[src/rtl/port_evt_irq.sv]
module port_evt_irq #(
  parameter int NPORT     = 4,
  parameter int NEVT      = 6,
  parameter int AW        = 5,
  parameter int DW        = 8,
  parameter int ADDR_SUM  = 0,
  parameter int ADDR_MASK = 1,
  parameter int ADDR_EVT0 = 2,
  parameter int ADDR_DEV  = 29
) (
  input  logic                  clk,
  input  logic                  rst_n,
  input  logic [NPORT*NEVT-1:0] evt_i,
  input  logic                  sup_flt_i,
  input  logic                  tmp_flt_i,
  input  logic                  rel_i,
  input  logic                  reg_wr,
  input  logic                  reg_rd,
  input  logic [AW-1:0]         reg_addr,
  input  logic [DW-1:0]         reg_wdata,
  output logic [DW-1:0]         reg_rdata,
  output logic                  int_n
);
  localparam int FLAT = NPORT * NEVT;

  logic [FLAT-1:0]  evt_q;
  logic [NEVT-1:0]  mask_q;
  logic [1:0]       dev_q;
  logic             released_q;
  logic [NPORT-1:0] port_hit;
  logic [NPORT-1:0] rd_port;
  logic [DW-1:0]    summary;
  logic [DW-1:0]    rd_mux;
  logic             rd_dev;

  for (genvar p = 0; p < NPORT; p++) begin : g_port
    assign port_hit[p] = |(evt_q[p*NEVT +: NEVT] & mask_q);
    assign rd_port[p]  = reg_rd && (reg_addr == AW'(ADDR_EVT0 + p));
  end

  assign rd_dev = reg_rd && (reg_addr == AW'(ADDR_DEV));

  always_comb begin
    summary = '0;
    summary[NPORT-1:0] = port_hit;
    summary[DW-1] = |dev_q;
  end

  assign int_n = ~(|summary & ~released_q);

  always_comb begin
    rd_mux = '0;
    if (reg_addr == AW'(ADDR_SUM))       rd_mux = summary;
    else if (reg_addr == AW'(ADDR_MASK)) rd_mux[NEVT-1:0] = mask_q;
    else if (reg_addr == AW'(ADDR_DEV))  rd_mux[1:0] = dev_q;
    else
      for (int p = 0; p < NPORT; p++)
        if (reg_addr == AW'(ADDR_EVT0 + p)) rd_mux[NEVT-1:0] = evt_q[p*NEVT +: NEVT];
  end

  always_ff @(posedge clk or negedge rst_n) begin
    if (!rst_n) begin
      evt_q      <= '0;
      mask_q     <= '0;
      dev_q      <= '0;
      released_q <= 1'b0;
      reg_rdata  <= '0;
    end else begin
      for (int p = 0; p < NPORT; p++)
        evt_q[p*NEVT +: NEVT] <= (rd_port[p] ? '0 : evt_q[p*NEVT +: NEVT])
                                 | evt_i[p*NEVT +: NEVT];
      dev_q      <= (rd_dev ? 2'b00 : dev_q) | {tmp_flt_i, sup_flt_i};
      released_q <= |summary & (released_q | rel_i);
      if (reg_wr && reg_addr == AW'(ADDR_MASK)) mask_q <= reg_wdata[NEVT-1:0];
      if (reg_rd) reg_rdata <= rd_mux;
    end
  end
endmodule

[config.mk]
export PLATFORM = sky130hd
export DESIGN_NAME = port_evt_irq
export DESIGN_NICKNAME = d
export VERILOG_FILES = /design/src/rtl/port_evt_irq.sv
export SDC_FILE = /design/constraint.sdc
export NUM_CORES = 1
export LEC_CHECK = 0
export ABC_CLOCK_PERIOD_IN_PS = 1400
export BUFFER_PORTS_ARGS = -buffer_cell sky130_fd_sc_hd__buf_2
export CORE_MARGIN = 5
export CORE_UTILIZATION = 45
export DETAILED_ROUTE_END_ITERATION = 10
export PLACE_DENSITY = 0.79
export SLEW_MARGIN = 10
export SYNTH_ARGS = -nofsm -noshare
export SYNTH_HDL_FRONTEND = slang
export SYNTH_SLANG_ARGS = --single-unit
[constraint.sdc]
create_clock -name clk -period 1.4 [get_ports clk]
set_input_delay 0.07 -clock clk [delete_from_list [all_inputs] [get_ports clk]]
set_output_delay 0.07 -clock clk [all_outputs]
set_load 0.005 [all_outputs]
-- Word-level counts from Yosys, hierarchy flattened
Index checks and enable logic that the tools add are counted.
- register bits: 41
- input bits: 44
- output and inout port bits: 9
- logic and storage cells: 52
- equal/unequal tests: 6
- multiplexer cells: 14
- bitwise gates (word level): 14
- reductions and logical operators: 13
- operators by type and width (cell ; number):
    $mux 6 ; 10
    $reduce_or 26->1 ; 1
    $and 6x6->6 ; 4
    $or 6x6->6 ; 4
    $reduce_or 6->1 ; 4
    $eq 5x2->1 const B ; 2
    $eq 5x3->1 const B ; 2
    $logic_and 1x1->1 ; 6
    $mux 2 ; 3
    $eq 5x1->1 const B ; 1
    $eq 5x5->1 const B ; 1
    $logic_not 5->1 ; 1
    $mux 4 ; 1
    $and 1x1->1 ; 2
    $not 1->1 ; 2
    $or 2x2->2 ; 1
    $reduce_or 2->1 ; 1
    $or 1x1->1 ; 1

-- Logic depth before layout (Yosys ltp)
- depth in word-level cells: 8
- mapped depth: 7
- gate-level depth less buffers: 5

-- Worst setup path after synthesis
No wires, ideal clock.
- path type: register -> output
- from: register mask_q[0]
- to: output port int_n
- data arrival time: 1.491 ns
- data required time: 1.330 ns
- path slack: -0.161 ns
- stages on the path, launching flop included: 6
- path buffers: 0
- cells stage by stage: dfrtp_1 > a22oi_1 > nand3_1 > or4_1 > nor3_1 > or2_2
- word-level cells in the longest chain between the ends: 4
- elaborated cells on any way between the ends: 7
- classes of those cells: bitwise: 6; reduce/logical: 1
- ends and longest elaborated chain (item ; line ; text):
    start, declared ; 27 ; logic [NEVT-1:0] mask_q;
    start signal, assigned ; 74 ; if (reg_wr && reg_addr == AW'(ADDR_MASK)) mask_q <= reg_wdata[NEVT-1:0];
    $and 6x6->6 ; 37 ; assign port_hit[p] = |(evt_q[p*NEVT +: NEVT] & mask_q);
    $reduce_or 26->1 * ; 49 ; assign int_n = ~(|summary & ~released_q);
    $and 1x1->1 * ; 49 ;
    $not 1->1 * ; 49 ;
    end, declared ; 22 ; output logic int_n
Every way passes the cells marked *; elsewhere a longest branch is shown, timed or not.

-- Worst setup path after layout
Same ends and word-level chain as after synthesis.

==> metrics.cfg <==
[finish]
layout.cells.most_common_list=58 x buf_4, 49 x buf_2, 36 x dfrtp_1, 33 x dlygate4sd3_1, 28 x a21o_1
layout.cells.most_common=buf_4
area.growth.synth_to_final_pct=63.4
layout.nets=381
drive_above_1_share=0.464
layout.cells.non_filler=390
antenna_cells=0

[run]
max_cap_violations=0

[logic_synthesis]
synth-compound-area-share=0.278
yosys.area_share.simple=0.143
post_synthesis_share_of_cell_area_spent_on_full_adders_half_adders_and_majority_gates=0
post_synth.cell_area_avg_um2=10.5
yosysWarningCount=0
yosys.cell_types.count=39
main_combinational_cell_family_by_area_after_synthesis=compound AO/OA/AOI/OAI gates
area_of_the_mapped_netlist_mm2=0.00204
ys_dominant_reg_cell=dfrtp_1
synth_cells=194
synth.net_count=238
synth.area.mux_share=0.0441
synth_top_area_frac=0.490
synth.area.top_cells=dfrtp_1 49%, a21o_1 10%, a22oi_1 5.2%, mux2_4 4.4%, nand3_1 2.9%
synth_async_sr_flop_share=1.00
synth-edff-count=0
synth.yosys.seq_area_share=0.490
synth.largest_area_cell=dfrtp_1
synth_xor_xnor_area_share=0
postSynthRegisterBits=40

[placement]
port-buffer-count=49
placed_cells=344
dp.final_hpwl_mm=4.66
finalWeightedCongestion=1.02

[floorplanning]
core.rowCount=24
floorplan.die.width_um=77.3
io_pins=53
die_area_mm2=0.00598
die_height_um=77.3
core_area_mm2=0.00438
floorplan.initialDensity=0.465

[drt]
drtPass1Iterations=6
detailroute.via_count=2224
post_drt_wl_per_cell_um=18.4
routed_wirelength_mm=7.18
detailedRoute.firstIterationViolations=354
final_antenna_net_count=0
average_via_count_per_standard_cell=5.70
drt_drc_violations_left=0

[clock_tree]
clk_latency_ns=0.30
numClockSinks=40
cts_inserted_buffers=5
cts.reportedPaths.clkPinSlew_ns=0.08
cts_root_buffer=clkbuf_8
htree_num_levels=2
ctsLongestPathBuffers=2
cts_tree=done

[timing]
timing.final.crit_period_ns=2.07
worst_slew_margin_rel=0.665
drv_slew=0
finalSetupViolCount=4
final-hold-violation-count=0
fin_crit_sh=1.48
grt_setup_unrepaired=true
post-route-worst-setup-slack_ns=-0.670
achievable-frequency_mhz=483
worst_slew_pin_slew_ns=0.502
fin_setup_tns_ns=-1.01
clock_skew_ns=0.00553

[worst_setup_path]
worst-path-buf-inv=2
worst_path_dominant_cell_family=simple AND/OR/NAND/NOR gates
cp_slowest_cell=dfrtp_2
arrival_ns=2.00
cp_cell_sequence=buf_6, a22oi_2, nand3_2, or4_4, nor3_4, or2_2, buf_2
startpoint_class=register
slowest_delay_ns=0.46
criticalPathCategory=reg2out
worstPathMaxFanout=5
crit_required_ns=1.33
setup.worst_path.end_class=primary output

[run_status]
run_status=finished, violations left
violations_in_the_final_reports=setup timing

[global_routing]
global_route.overflow_total=0
global_route.usage.total=0.246
antenna_found_initial=0
grt_start_max_net_pins=22
first_global_vias=2363
grt_pass1_wl_mm=11.5

[power_and_ir_drop]
vdd_drop_max_mv=0.637
power.density_mw_per_mm2=887
leakagePower_nw=1.44

[hold_path]
timing.hold.worst.class=in2reg

[metrics by stage]
stage               hold WS [ns]  instance area [µm²]  worst slack (ns)  power, mW   util
global route              0.0194                 3330            -0.758       3.08  0.761
CTS                      0.00278                 3330            -0.652       2.98  0.760
floorplan                 -0.226                 2050            -0.125       1.55      -
detailed placement        0.0517                 2740            -0.427       1.89  0.624
finish                    0.0160                 3330            -0.670       2.96  0.761
global placement          0.0402                 2740            -0.341       1.87  0.624
[final cells by class]
class / count / area [µm²]
timing repair buffer: 146 / 1080
multi-input combinational: 138 / 1060
fill: 273 / 1050
sequential: 40 / 1010
clock buffer: 6 / 82.6
tap: 52 / 65.1
inverter: 6 / 22.5
clock inverter: 2 / 15.0
[sequential cells by signal (all words and copies together), names as in the netlist]
register    flops
mask_q          6
evt_q          24
dev_q           2
reg_rdata       7
released_q      1
[cell families (layout without fill, tap and decap cells)]
| family | count (synthesis) | in the layout |
|---|---|---|
| other cells | 1 | 1 |
| mux | 6 | 6 |
| simple gates | 49 | 49 |
| flops | 40 | 40 |
| compound gates | 82 | 82 |
| buf+inv | 16 | 160 |
[metal layers]
layer | global-route usage | part of all wire | up-vias
met3 | 0.0602 | 0.073 | 34
met2 | 0.410 | 0.49 | 121
met4 | 0.119 | 0.044 | 0
met1 | 0.298 | 0.39 | 1061
li1 | - | - | 1008
met5 | 0 | 0 | -
[where the power goes]
group | internal [mW] | leakage (nW) | switching [mW]
clock network | 0.399 | 0.0434 | 0.424
registers | 1.22 | 0.397 | 0.0932
logic | 0.498 | 1.00 | 0.326
[final timing paths]
check                        startpoint           end  slack (ns)  depth (start not counted)
max                           mask_q[0]         int_n       -0.67                          7
min                        reg_wdata[0]     mask_q[0]        0.02                          2
max reg2reg                   mask_q[0]    released_q       -0.24                          6
min reg2reg                  released_q    released_q        0.52                          2
max in group asynchronous         rst_n     mask_q[2]        0.59                          3
min in group asynchronous         rst_n  reg_rdata[0]        0.26                          2
[Yosys cell counts, types with 2 or more instances]
cell type	number
nand3_1	12
nand2_1	8
inv_1	6
a32o_1	2
clkbuf_1	3
o2bb2ai_1	3
and2_1	3
a21o_1	28
o22ai_1	3
or2_2	2
buf_2	2
a31oi_1	9
o21ai_0	9
nor3b_4	2
buf_6	2
nand2b_1	2
a22oi_1	14
nor3_1	2
dfrtp_1	40
a21oi_1	9
buf_4	2
nor2b_1	3
nor2_1	7
mux2_4	6
[what timing repair did]
item,4_1_cts,5_1_grt
hold buffers,32,1
buffers inserted,9,2
hold endpoints to repair,50,1
pin swaps,5,10
gates cloned,0,0
gates resized for setup,29,11
setup endpoints to repair,4,6
[worst reg2reg max path, stage by stage (launching register included)]
cell and delay, ns:
dfrtp_2 0.46, buf_6 0.14, a22oi_2 0.19, nand3_2 0.11
or4_4 0.45, nor3_4 0.13, nor2_1 0.05
No activity file was read; power rests on OpenSTA's default activity.
